$ cat src/rtl/brp_pkg.sv
package brp_pkg;
  localparam int BYTE_W   = 8;
  localparam int EXT_AW   = 3;
  localparam int SLOTS    = 1 << EXT_AW;
  localparam int WORD_BYT = 4;
  localparam int WORD_W   = WORD_BYT * BYTE_W;

  localparam logic [EXT_AW-1:0] A_BYTE0 = 3'd0;
  localparam logic [EXT_AW-1:0] A_IADDR = 3'd6;
  localparam logic [EXT_AW-1:0] A_CHAN  = 3'd7;

  typedef logic [BYTE_W-1:0] byte_t;

  // Slots 4 and 5 carry no storage.
  function automatic logic slot_used(input int unsigned s);
    return (s != 4) && (s != 5);
  endfunction

  // Assemble the committed word: held bytes 3..1 above the fresh byte 0.
  function automatic logic [WORD_W-1:0] pack_word(input byte_t b3, input byte_t b2,
                                                  input byte_t b1, input byte_t b0);
    return {b3, b2, b1, b0};
  endfunction
endpackage

$ cat src/rtl/brp_decode.sv
module brp_decode
  import brp_pkg::*;
(
  input  logic              we,
  input  logic [EXT_AW-1:0] addr,
  output logic [SLOTS-1:0]  slot_we,
  output logic              commit_fire
);
  for (genvar s = 0; s < SLOTS; s++) begin : g_dec
    if (slot_used(s)) begin : g_on
      assign slot_we[s] = we && (addr == EXT_AW'(s));
    end else begin : g_off
      assign slot_we[s] = 1'b0;
    end
  end

  assign commit_fire = we && (addr == A_BYTE0);
endmodule

$ cat src/rtl/brp_hold.sv
module brp_hold
  import brp_pkg::*;
(
  input  logic                   clk,
  input  logic                   rst_n,
  input  logic [SLOTS-1:0]       slot_we,
  input  byte_t                  wdata,
  input  logic [EXT_AW-1:0]      rd_addr,
  output logic [SLOTS-1:0][BYTE_W-1:0] hold_q,
  output byte_t                  rdata
);
  for (genvar s = 0; s < SLOTS; s++) begin : g_slot
    if (slot_used(s)) begin : g_reg
      always_ff @(posedge clk or negedge rst_n) begin
        if (!rst_n)          hold_q[s] <= '0;
        else if (slot_we[s]) hold_q[s] <= wdata;
      end
    end else begin : g_none
      assign hold_q[s] = '0;
    end
  end

  assign rdata = hold_q[rd_addr];
endmodule

$ cat src/rtl/brp_commit.sv
module brp_commit
  import brp_pkg::*;
#(
  parameter int CHAN_W  = 8,
  parameter int IADDR_W = 8
)(
  input  logic               clk,
  input  logic               rst_n,
  input  logic               fire,
  input  byte_t              chan_b,
  input  byte_t              iaddr_b,
  input  byte_t              b3,
  input  byte_t              b2,
  input  byte_t              b1,
  input  byte_t              b0_new,
  output logic               strobe,
  output logic [CHAN_W-1:0]  chan,
  output logic [IADDR_W-1:0] iaddr,
  output logic [WORD_W-1:0]  data
);
  always_ff @(posedge clk or negedge rst_n) begin
    if (!rst_n) begin
      strobe <= 1'b0;
      chan   <= '0;
      iaddr  <= '0;
      data   <= '0;
    end else begin
      strobe <= fire;
      if (fire) begin
        chan  <= chan_b[CHAN_W-1:0];
        iaddr <= iaddr_b[IADDR_W-1:0];
        data  <= pack_word(b3, b2, b1, b0_new);
      end
    end
  end
endmodule

$ cat src/rtl/byte_reg_port.sv
module byte_reg_port
  import brp_pkg::*;
#(
  parameter int CHAN_W  = 8,
  parameter int IADDR_W = 8
)(
  input  logic               clk,
  input  logic               rst_n,
  input  logic               bus_we,
  input  logic [2:0]         bus_addr,
  input  logic [7:0]         bus_wdata,
  output logic [7:0]         bus_rdata,
  output logic [CHAN_W-1:0]  iw_chan,
  output logic [IADDR_W-1:0] iw_addr,
  output logic [31:0]        iw_data,
  output logic               iw_strobe
);
  logic [SLOTS-1:0]             slot_we;
  logic                         commit_fire;
  logic [SLOTS-1:0][BYTE_W-1:0] hold_q;
  logic [3*BYTE_W-1:0]          upper_q;

  brp_decode u_dec (
    .we(bus_we), .addr(bus_addr), .slot_we(slot_we), .commit_fire(commit_fire)
  );

  brp_hold u_hold (
    .clk(clk), .rst_n(rst_n), .slot_we(slot_we), .wdata(bus_wdata),
    .rd_addr(bus_addr), .hold_q(hold_q), .rdata(bus_rdata)
  );

  assign upper_q = {hold_q[3], hold_q[2], hold_q[1]};

  brp_commit #(.CHAN_W(CHAN_W), .IADDR_W(IADDR_W)) u_cmt (
    .clk(clk), .rst_n(rst_n), .fire(commit_fire),
    .chan_b(hold_q[A_CHAN]), .iaddr_b(hold_q[A_IADDR]),
    .b3(hold_q[3]), .b2(hold_q[2]), .b1(hold_q[1]), .b0_new(bus_wdata),
    .strobe(iw_strobe), .chan(iw_chan), .iaddr(iw_addr), .data(iw_data)
  );
endmodule

$ cat config.mk
export PLATFORM = sky130hd
export DESIGN_NAME = byte_reg_port
export DESIGN_NICKNAME = d
export VERILOG_FILES = /design/src/rtl/brp_pkg.sv /design/src/rtl/brp_decode.sv /design/src/rtl/brp_hold.sv /design/src/rtl/brp_commit.sv /design/src/rtl/byte_reg_port.sv
export SDC_FILE = /design/constraint.sdc
export NUM_CORES = 1
export LEC_CHECK = 0
export ABC_AREA = 1
export BUFFER_PORTS_ARGS = -buffer_cell sky130_fd_sc_hd__buf_2
export CORE_MARGIN = 3
export CORE_UTILIZATION = 30
export DETAILED_ROUTE_END_ITERATION = 8
export PLACE_DENSITY = 0.58
export SETUP_SLACK_MARGIN = 0.5
export SYNTH_ARGS = -nofsm -noshare
export SYNTH_HDL_FRONTEND = slang
export SYNTH_HIERARCHICAL = 1
export SYNTH_SLANG_ARGS = --single-unit
$ cat constraint.sdc
create_clock -name clk -period 1.8 [get_ports clk]
set_clock_uncertainty 0.1 [all_clocks]
set_input_delay 0.36 -clock clk [delete_from_list [all_inputs] [get_ports clk]]
set_output_delay 0.36 -clock clk [all_outputs]
set_load 0.02 [all_outputs]
== Word level (Yosys, flattened, before mapping) ==
Index checks and enable logic that the tools add are counted.
Storage, ports and cells
  bits in latches: 0
  bits in read-only memories: 0
  output and inout port bits: 57
  logic and storage cells: 25
  flip-flop bits (word level): 97
  bits in writable memories: 0
  input port bits: 14
  memories: 0
Cells by class
  $mul: 0
  muxes and demuxes: 2
  equal/unequal tests: 5
  shift-type cells: 0
  magnitude comparators: 1
  reduce and logical (&&, ||, !) cells: 7
  add/sub/neg operators: 0
  divide/modulo/power cells: 0
  bitwise gates (word level): 0
Operators by type and width (number)
  binary-select mux 8 bit (select 3 bit): 1
  two-way mux 8 bit: 1
  == test 3 x 2 -> 1 bit (second input constant): 2
  == test 3 bit (second input constant): 2
  logical AND 1 bit: 6
  less-than comparator 3 x 4 -> 1 bit (second input constant): 1
  == test 3 x 1 -> 1 bit (second input constant): 1
  logical NOT 3 bit: 1

== Logic depth before layout (Yosys ltp) ==
Gate-level depths: netlist (run 1).
  depth in word-level cells: 2
  gate-level depth with buffers: 8
  mapped depth without buffers: 6

== Hierarchy ==
Netlist (run 1), hierarchy kept.
By module, submodules not included
  brp_hold: instances 1, cells an instance 296, area an instance 2352.3 um2, seq. area each 1201.2 um2
  brp_commit: instances 1, cells an instance 204, area an instance 1830.5 um2, seq. area each 1226.2 um2
  brp_decode: instances 1, cells an instance 19, area an instance 85.1 um2, seq. area each 0.0 um2

== Least setup slack after synthesis (run 1) ==
No wires, ideal clock.
  path kind: input -> register
  from: input bus_addr[2]
  to: register u_hold/hold_q[5] in the netlist's numbering
  stages on the path: 6
  path slack: 295 ps
  data required time: 1564 ps
  library setup time: 136 ps
  path buffers: 2
  arrival: 1269 ps
  cell sequence: inv_1 -> nand2_2 -> nor2_1 -> buf_4 -> clkbuf_1 -> o21ai_0
On the way
  word-level cells in the longest chain between the ends: 2
Ends and longest elaborated chain
  start: declaration: line byte_reg_port.sv:10  | input logic [2:0] bus_addr,
  logical NOT 3 bit
  logical AND 1 bit
  named net commit_fire: line byte_reg_port.sv:19  | logic commit_fire;
  end signal: indexed assignment: line brp_hold.sv:16  | else if (slot_we[s]) hold_q[s] <= wdata;
  end: declaration: line brp_hold.sv:9  | output logic [SLOTS-1:0][BYTE_W-1:0] hold_q,
The timed path passes the listed nets, and every way through them passes these cells.
A chain may end at the register's enable or synchronous reset.

== Worst setup path after layout (run 1) ==
  from: register u_hold/hold_q[31] in the netlist's numbering
  to: output bus_rdata[7]
On the way
  word-level cells in the longest chain between the ends: 2
Ends and longest elaborated chain
  binary-select mux 8 bit (select 3 bit): line brp_hold.sv:23  | assign rdata = hold_q[rd_addr];
  two-way mux 8 bit (not written as such): line brp_hold.sv:23
  end: declaration: line byte_reg_port.sv:12  | output logic [7:0] bus_rdata,
No other way between the ends. The select of a mux whose other input is x is not followed.

==> metrics.md, run 1 <==
| Metric | Value |
|---|---|
| Critical path type | reg2out |
| Gr ovfl total | 0 |
| Longest Clk Path Bufs | 2 |
| Initial Util | 0.309 |
| Crit Path Max Fanout | 2 |
| Gate Count Post-Synth | 499 |
| CTS tree | built |
| Syn Nets | just over 500 |
| Drt drc | 0 |
| Placed instance count | 740 |
| Cell Pwr Density | ~1000 nW/µm² |
| Sum Neg Setup Slack | 0 ns |
| Buffers added on ports | 70 |
| Core box area | 13300 µm² |
| Total Routed Length | around 14 mm |
| Power, Total | 0.00740 W |
| Chip width | about 120 µm |
| Leak | roughly 3.6 nW |
| Max frequency | between 500 and 600 MHz |
| Maxcap violations | 0 |
| First-pass GRT wire length | between 20 and 25 mm |
| Pin count of the biggest net entering global routing | 39 |
| Tot GR Track Use | 0.179 |
| Worst skew pair latency | between 0.3 and 0.4 ns |
| Final setup vio count | 0 |
| Clk pin slew, worst setup/hold paths | roughly 0.07 ns |
| Buf/Inv on CP | 2 |
| Min-Delay Path Class | in2reg |
| Most used cell, CP | nand2_1 |
| CP startpoint | u_hold/hold_q[31]$_DFFE_PN0P_ |
| Routed len/inst | between 15 and 20 µm |
| Flop2flop setup slack | around 0.8 ns |
| Cell Count, Final, Fillers Out | approximately 850 |
| Status | finished, final reports clean |
| CTS Root Cell | clkbuf_16 |
| Yosys Warn Count | 6 |
| Gpl congestion | ~0.95 |
| Row cnt | 42 |
| Pre-CTS setup slack | approximately 0.016 ns |
| RSZ-0062 raised after global routing | true |
| Ports | just over 70 |
| Antenna Nets Post-Route | 0 |
| Critical-path top delay cell | dfrtp_1 |
| Crit path DAT | 1.32 ns |
| Max-slew violation count | 0 |
| Worst Min Path Start | bus_wdata[5] |
| CTS Sinks | 97 |
| Reg2reg start | u_hold/hold_q[49]$_DFFE_PN0P_ |
| Fin. Hold Viols | 0 |
| Initial DRC Count | about 250 |
| Vias in the first global route | roughly 4000 |
| Synth-to-layout area growth | 75.6% |
| Final core occ | 0.543 |
| Initial antenna violation count | 0 |
| Crit. End Element | primary output |
| CTS Buf Count | 9 |
| Startpoint Class | flip-flop |
| Max H-tree Level | 3 |
| Maximum VDD drop | roughly 440 µV |
| Post-DP HPWL | 7.98 mm |
| CP delay by family, top | flip-flops |
| Sequence of cells on the critical path | inv_1, nand2_1, nand3_1, nand2_1, nand2_1, nand2_2, buf_6 |
| Synth Cell Area | ~4100 µm² |
| Worst EP required | around 1.3 ns |
| Minimum clock period | 1.78 ns |
| Die Y | roughly 120 µm |
| Max incr delay on CP | about 0.38 ns |
| Slew @ Worst Pin | 0.332 ns |
| Slew margin rel. | 0.779 |
| Vias per inst | about 4.7 |
| Diode count | 0 |
| Via count | about 4000 |
| Setup ws final | ~0.022 ns |
| Layout cell share with drive strength beyond 1 | 0.560 |
| Final period util | 0.988 |
| Syn avg cell area | between 8 and 9 µm² |
| Die area | roughly 15000 µm² |
| DR pass1 iterations | 6 |
| Final #Nets | 685 |
==> routing by layer <==
metal	up-vias	track usage	wire (µm)
met5	-	0	0
met1	1986	0.241	5830
met3	43	0.0274	701
met4	0	0.0754	474
li1	1888	-	-
met2	122	0.288	6710
==> cell usage in the layout (no fill, tap or decap), drive strengths merged, types with 6 or more instances in the layout <==
cell type	n
nand2	247
dfrtp	97
clkbuf	13
buf	180
o21ai	48
inv	46
mux2	8
nand3	16
a21oi	8
nor2	6
==> power breakdown <==
| part | switching (W) | internal [W] | total (W) | leakage, nW |
|---|---|---|---|---|
| Sequential | 0.000359 | 0.00264 | 0.00299 | 1.18 |
| Clock | 0.000793 | 0.00107 | 0.00186 | 0.133 |
| Combinational | 0.00124 | 0.00130 | 0.00254 | 2.33 |
==> stage by stage <==
| stage | hold slack (ns) | cell area (µm²) |
|---|---|---|
| after global routing | 0.249 | 7240 |
| after CTS | 0.239 | 6490 |
| after floorplan | -0.0356 | 4190 |
| final | 0.263 | 7240 |
| after detailed placement | 0.189 | 4790 |
| after global placement | 0.181 | 4790 |
==> layout make-up <==
class                   instances  area [µm²]
well taps                     176         220
flip-flops and latches         97        2430
clock buffers                  12         236
inverters                      47         191
fillers                      1165        6100
multi-input cells             333        2040
repair buffers                183        2080
clock inverters                 3        42.5
==> registers in the layout, summed over array words and instances, names as in the netlist <==
signal and count:
u_cmt/strobe 1, u_cmt/iaddr 8, u_cmt/chan 8, u_cmt/data 32
u_hold/hold_q 48
==> worst paths after layout <==
| check | endpoint | cells past startpoint |
|---|---|---|
| worst max-delay path | bus_rdata[7] | 7 |
| worst min register to register | u_cmt/data[31]$_DFFE_PN0P_ | 2 |
| max in group asynchronous | u_hold/hold_q[5]$_DFFE_PN0P_ | 3 |
| worst max register to register | u_hold/hold_q[49]$_DFFE_PN0P_ | 1 |
| worst min-delay path | u_hold/hold_q[5]$_DFFE_PN0P_ | 3 |
| min in group asynchronous | u_cmt/data[27]$_DFFE_PN0P_ | 2 |
==> timing repair <==
item | in CTS | in global routing
setup buffers | 50 | 31
setup endpoints to repair | 113 | 154
pin swaps | 52 | 37
cloned | 11 | 3
hold endpoints to repair | 21 | 0
resized for setup | 227 | 175
hold buffers | 1 | 0
Note: power is estimated with default switching activity, not from simulation.
==> inputs of run 2 (changes only) <==
--- a/config.mk
+++ b/config.mk
@@ -11,2 +11,3 @@
 export CORE_UTILIZATION = 30
+export CTS_BUF_LIST = sky130_fd_sc_hd__clkbuf_2
 export DETAILED_ROUTE_END_ITERATION = 8
@@ -16,3 +17,2 @@
 export SYNTH_HDL_FRONTEND = slang
-export SYNTH_HIERARCHICAL = 1
 export SYNTH_SLANG_ARGS = --single-unit
--- a/constraint.sdc
+++ b/constraint.sdc
@@ -4,2 +4,2 @@
 set_output_delay 0.36 -clock clk [all_outputs]
-set_load 0.02 [all_outputs]
+set_load 0.01 [all_outputs]
==> metrics.md, run 2 <==
| Metric | Value |
|---|---|
| Status | finished with violations |
| Failing checks | negative setup slack |
| Synth Flop Type | dfrtp_1 |
| First-pass GRT wire length | about 18 mm |
| Largest cells by area after synthesis | dfrtp_1, nand2_1, o21ai_0 |
| Leak | roughly 2.9 nW |
| Synth top cells by count | nand2_1, dfrtp_1, o21ai_0, inv_1, buf_4 |
| Logic pwr share | 0.329 |
| Area share of the largest cell type after synthesis | 0.578 |
| Reg-to-reg endpoint | u_cmt.data[7]$_DFFE_PN0P_ |
| Hold slack | about 0.15 ns |
| Synth Register Bits | between 80 and 90 |
| CTS Sinks | approximately 90 |
| Crit. End Element | primary output |
| Clk pin slew, worst setup/hold paths | 0.24 ns |
| Maxcap violations | 0 |
| Final core occ | 0.427 |
| DR pass1 iterations | 5 |
| Int Power | between 0.003 and 0.004 W |
| Clock Power Share | 0.181 |
| Multi-input logic area | around 1400 µm² |
| Final setup vio count | 8 |
| Synth-to-layout area growth | 35.8% |
| Drt drc | 0 |
| CTS tree | built |
| RSZ-0062 raised after global routing | true |
| Sequential share of the synthesized area | 0.578 |
| Vias in the first global route | 3515 |
| Die Y | approximately 120 µm |
| Worst r2r path cells | 5 |
| Slew @ Worst Pin | 0.508 ns |
| Flop2flop setup slack | approximately 0.70 ns |
| Crit Path Max Fanout | 2 |
| Tot GR Track Use | 0.156 |
| Startpoint Class | flip-flop |
| Gr ovfl total | 0 |
| Initial antenna violation count | 0 |
| Critical path type | reg2out |
| Diode count | 0 |
| Row cnt | 40 |
| Fraction of registers with async set/reset | 1.00 |
| Power share of the sequential group | 0.490 |
| Setup ws final | -0.150 ns |
| Max frequency | between 500 and 600 MHz |
| Commonest non-fill, non-tap cells in the layout | nand2_1, dfrtp_1, buf_4 |
| Initial DRC Count | 210 |
| # fillers | approximately 1200 |
| Slew margin rel. | 0.660 |
| Sum Neg Setup Slack | -1.02 ns |
| Gate Count Post-Synth | roughly 470 |
| Cell Pwr Density | ~1000 nW/µm² |
| Crit path DAT | around 1.5 ns |
| Total Routed Length | ~11 mm |
| Pre-CTS setup slack | -0.0255 ns |
| Die area | about 14000 µm² |
| Synth Cell Area | 3860 µm² |
| Ports | slightly above 70 |
| Sw power | 0.00176 W |
| Final period util | 1.08 |
| Biggest register | u_hold.hold_q |
| Placement Cell Area | between 4000 and 5000 µm² |
| Max-slew violation count | 0 |
| Worst skew pair latency | around 0.53 ns |
| Max H-tree Level | 3 |
| Most common cell after layout, fill and taps aside | nand2_1 |
| Buffers added on ports | 70 |
| Most numerous cell in the Yosys netlist | nand2_1 |
| CTS Root Cell | clkbuf_2 |
| Biggest regs | u_hold.hold_q x47, u_cmt.data x25 |
| CTS Buf Count | 9 |
| Hold path cells | 3 |
| Worst Min Path Start | bus_we |
| Switch share | 0.323 |
| Cell variety after synth | 16 |
| Fin. Hold Viols | 0 |
| Via count | ~3500 |
| Hold Path End | u_hold.hold_q[55]$_DFFE_PN0P_ |
| Pin count of the biggest net entering global routing | 90 |
| Reg2reg start | u_cmt.data[7]$_DFFE_PN0P_ |
| Final instance area | ~5200 µm² |
| Dominant cell type by area after synthesis | dfrtp_1 |
| Final #Nets | around 600 |
| Number of synthesized flops with an enable pin | 0 |
| Chip width | 119 µm |
| Longest Clk Path Bufs | 2 |
| Core box area | between 10000 and 15000 µm² |
| Gpl congestion | approximately 0.92 |
| Max FFs per register | between 40 and 50 |
| FF+latch area | 2230 µm² |
| Worst EP required | ~1.3 ns |
| Syn Nets | around 480 |
| Post-DP HPWL | roughly 7.3 mm |
| Syn avg cell area | between 8 and 9 µm² |
| Antenna Nets Post-Route | 0 |
| Vias per inst | 4.48 |
| Minimum clock period | between 1.5 and 2 ns |
| Min-Delay Path Class | in2reg |
| Initial Util | 0.314 |
| Yosys Warn Count | 0 |
| Routed len/inst | between 10 and 15 µm |
| Maximum VDD drop | between 500 and 600 µV |
| Layout cell share with drive strength beyond 1 | 0.307 |
-- run 2: final cells by class --
class	instances	area share
sequential	89	0.425
tap	168	0.0401
clock inverter	5	0.0108
timing repair buffer	150	0.227
multi-input combinational	330	0.269
inverter	21	0.0167
clock buffer	11	0.0105
-- run 2: worst max path at each step --
stage                         endpoint                          start  slack (ns)
final                     bus_rdata[1]  u_hold.hold_q[25]$_DFFE_PN0P_       -0.15
after global routing      bus_rdata[2]  u_hold.hold_q[10]$_DFFE_PN0P_       -0.30
after CTS                 bus_rdata[1]  u_hold.hold_q[25]$_DFFE_PN0P_       -0.21
after detailed placement  bus_rdata[0]                    bus_addr[0]       -0.03
after global placement    bus_rdata[0]                    bus_addr[0]        0.03
after floorplan           bus_rdata[6]                    bus_addr[0]        0.38
-- run 2: what timing repair did --
action | in CTS | in global routing
endpoints found under the setup margin | 57 | 57
hold endpoints to repair | 97 | 0
buffers inserted | 41 | 19
gates resized for setup | 23 | 22
hold buffers | 9 | 0
pin swaps | 26 | 8
-- run 2: metal layers --
metal,up-vias,GRT usage,part of all wire
li1,1716,-,-
met1,1638,0.222,0.47
met2,96,0.237,0.46
met3,14,0.0337,0.056
met4,0,0.0523,0.019
met5,-,0,0
-- run 2: critical path, stage by stage (launching register included) --
cell and delay, ns:
dfrtp_1 0.45, nand2_1 0.09, nand2_1 0.06, nand2_1 0.05, nand2_1 0.06, nand2_2 0.08
nand2_2 0.07, buf_6 0.11
-- run 2: power by group through the flow --
stage / clock (W) / combinational [W] / sequential [W]
after floorplan: 0 / 0.000608 / 0.00277
after global placement: 0 / 0.00115 / 0.00273
after detailed placement: 0 / 0.00117 / 0.00274
after CTS: 0.00104 / 0.00160 / 0.00266
after global routing: 0.00111 / 0.00200 / 0.00273
final: 0.000986 / 0.00179 / 0.00267
-- run 2: stage by stage --
step                      cells  power [W]
after floorplan             468    0.00338
after global placement      689    0.00387
after detailed placement    689    0.00391
after CTS                   755    0.00529
after global routing        774    0.00584
final                       774    0.00545
-- run 2: kinds of logic after synthesis --
logic type,synth area share
compound gates,0.0831
simple gates,0.272
buf+inv,0.0678
flops,0.578
==> inputs of run 3 (changes only) <==
==> constraint.sdc (replaced) <==
create_clock -name clk -period 1.8 [get_ports clk]
set_clock_uncertainty 0.1 [all_clocks]
set_input_delay 0.09 -clock clk [delete_from_list [all_inputs] [get_ports clk]]
set_output_delay 0.09 -clock clk [all_outputs]
set_load 0.01 [all_outputs]
==> metrics.md, run 3 (synthesized netlist as in run 2, its figures left out) <==
| Metric | Value |
|---|---|
| Initial Util | 0.314 |
| Pin count of the biggest net entering global routing | 57 |
| Via count | between 3000 and 4000 |
| Leak | between 2 and 3 nW |
| Final core occ | 0.419 |
| Crit Path Max Fanout | 2 |
| Chip width | 119 µm |
| Reg2reg start | u_hold.hold_q[5]$_DFFE_PN0P_ |
| Fin. Hold Viols | 0 |
| Layout cell share with drive strength beyond 1 | 0.274 |
| CP delay by family, top | flip-flops |
| Post-DP HPWL | ~7.2 mm |
| Row cnt | 40 |
| Worst EP required | between 1.5 and 2 ns |
| Final setup vio count | 0 |
| Drt drc | 0 |
| Most used cell, CP | nand2_1 |
| Met3 Use GR | 0.0351 |
| First-pass GRT wire length | ~17 mm |
| Buf/Inv on CP | 1 |
| Biggest register | u_hold.hold_q |
| Pre-CTS setup slack | 0.300 ns |
| CP startpoint | u_hold.hold_q[26]$_DFFE_PN0P_ |
| Clk pin slew, worst setup/hold paths | around 0.25 ns |
| Diode count | 0 |
| Commonest non-fill, non-tap cells in the layout | nand2_1, dfrtp_1, o21ai_0 |
| Initial antenna violation count | 0 |
| Int Power | 0.00387 W |
| Gr ovfl total | 0 |
| Final #Nets | 611 |
| Setup ws final | around 0.034 ns |
| Core box area | around 12000 µm² |
| Die area | ~14000 µm² |
| Met1 usage | 0.210 |
| CTS Sinks | 89 |
| Maximum VDD drop | 459 µV |
| Gpl congestion | 0.874 |
| Max-slew violation count | 0 |
| Flop2flop setup slack | ~0.77 ns |
| Final period util | 0.981 |
| Min-Delay Path Class | in2reg |
| Logic pwr share | 0.299 |
| Synth-to-layout area growth | 33.3% |
| Vias in the first global route | between 3000 and 4000 |
| Antenna Nets Post-Route | 0 |
| Hold path cells | 4 |
| Sw power | between 0.0015 and 0.002 W |
| Maxcap violations | 0 |
| CTS tree | built |
| Worst r2r path cells | 4 |
| Power share of the sequential group | 0.475 |
| Hold Path End | u_cmt.strobe$_DFF_PN0_ |
| Ports | slightly above 70 |
| Max FFs per register | 47 |
| RSZ-0062 raised after global routing | true |
| Worst skew pair latency | around 0.58 ns |
| GRT Max-Usage Layer | met2 |
| Clock Power Share | 0.226 |
| Vias per inst | between 4 and 5 |
| Cell Pwr Density | about 1100 nW/µm² |
| Startpoint Class | flip-flop |
| Max frequency | ~570 MHz |
| Worst Min Path Start | bus_addr[2] |
| Initial DRC Count | around 230 |
| Sequence of cells on the critical path | nand2_1, nand2_2, nand2_1, nand2_1, nand2_1, nand2_1, buf_2 |
| M2 GR Usage | 0.256 |
| DR pass1 iterations | 4 |
| Routed len/inst | around 14 µm |
| Reg-to-reg endpoint | u_hold.hold_q[5]$_DFFE_PN0P_ |
| Critical-path top delay cell | dfrtp_1 |
| Tot GR Track Use | 0.156 |
| Total Routed Length | 10.7 mm |
| Max H-tree Level | 3 |
| Buffers added on ports | 70 |
| Switch share | 0.310 |
| Crit. End Element | primary output |
| CTS Buf Count | 9 |
| Biggest regs | u_hold.hold_q x47, u_cmt.data x25 |
| Slew margin rel. | 0.769 |
| CTS Root Cell | clkbuf_2 |
| Slew @ Worst Pin | around 0.35 ns |
| Die Y | approximately 120 µm |
| Crit path DAT | roughly 1.6 ns |
| Minimum clock period | between 1.5 and 2 ns |
| Max incr delay on CP | about 0.44 ns |
| Most common cell after layout, fill and taps aside | nand2_1 |
| Longest Clk Path Bufs | 2 |
| Status | finished, final reports clean |
| Critical path type | reg2out |
==> run 3: worst max-delay path by stage <==
stage                                          endpoint  cells past startpoint  slack (ns)
after CTS                                  bus_rdata[2]                      7       0.003
after detailed placement  u_hold.hold_q[58]$_DFFE_PN0P_                      4        0.30
after floorplan               u_cmt.chan[3]$_DFFE_PN0P_                      7        0.72
final                                      bus_rdata[2]                      7        0.03
after global placement    u_hold.hold_q[58]$_DFFE_PN0P_                      4        0.36
after global routing                       bus_rdata[2]                      7       -0.09
==> run 3: what timing repair did <==
action                                  in CTS  in global routing
cloned                                       0                  0
endpoints found under the setup margin      57                107
endpoints found under the hold margin      137                  0
buffers inserted                            41                 16
resized for setup                           11                 17
pin swaps                                   13                  8
hold buffers                                13                  0
==> run 3: power groups by stage <==
| stage | logic (W) | registers, W | clock network [W] |
|---|---|---|---|
| finish | 0.00168 | 0.00267 | 0.00127 |
| global route | 0.00188 | 0.00272 | 0.00138 |
| CTS | 0.00155 | 0.00266 | 0.00130 |
| detailed placement | 0.00115 | 0.00273 | 0 |
| global placement | 0.00113 | 0.00272 | 0 |
| floorplan | 0.000588 | 0.00277 | 0 |
==> run 3: metal layers <==
metal / vias to the layer above / wire, µm
met3: 8 / 585
met1: 1558 / 4930
met2: 79 / 5060
met5: - / 0
li1: 1708 / -
met4: 0 / 116
==> run 3: area by class of cell <==
cell class	instances	area, µm²
Clock buffer	10	50.0
Timing Repair Buffer	146	1080
Multi-Input combinational cell	330	1380
Inverter	21	83.8
Clock inverter	6	106
Sequential cell	89	2230
Fill cell	1253	7120
Tap cell	168	210
==> run 3: worst register-to-register path: cells and delay by family, from the launching register on <==
| kind | cells | cell delay, ns |
|---|---|---|
| flip-flops | 1 | 0.46 |
| AO/OA/AOI/OAI | 1 | 0.08 |
| AND/OR/NAND/NOR | 1 | 0.05 |
| buffers and inverters | 2 | 0.25 |
==> run 3: per-stage QoR <==
step / instances / area, µm² / hold WS, ns / total power, W / TNS (ns)
CTS: 754 / 4950 / -0.00689 / 0.00551 / 0
detailed placement: 684 / 4300 / -0.0795 / 0.00388 / 0
global placement: 684 / 4300 / -0.0837 / 0.00386 / 0
global route: 770 / 5140 / 0.0297 / 0.00598 / -0.420
finish: 770 / 5140 / 0.0275 / 0.00561 / 0
floorplan: 468 / 3860 / -0.306 / 0.00336 / 0
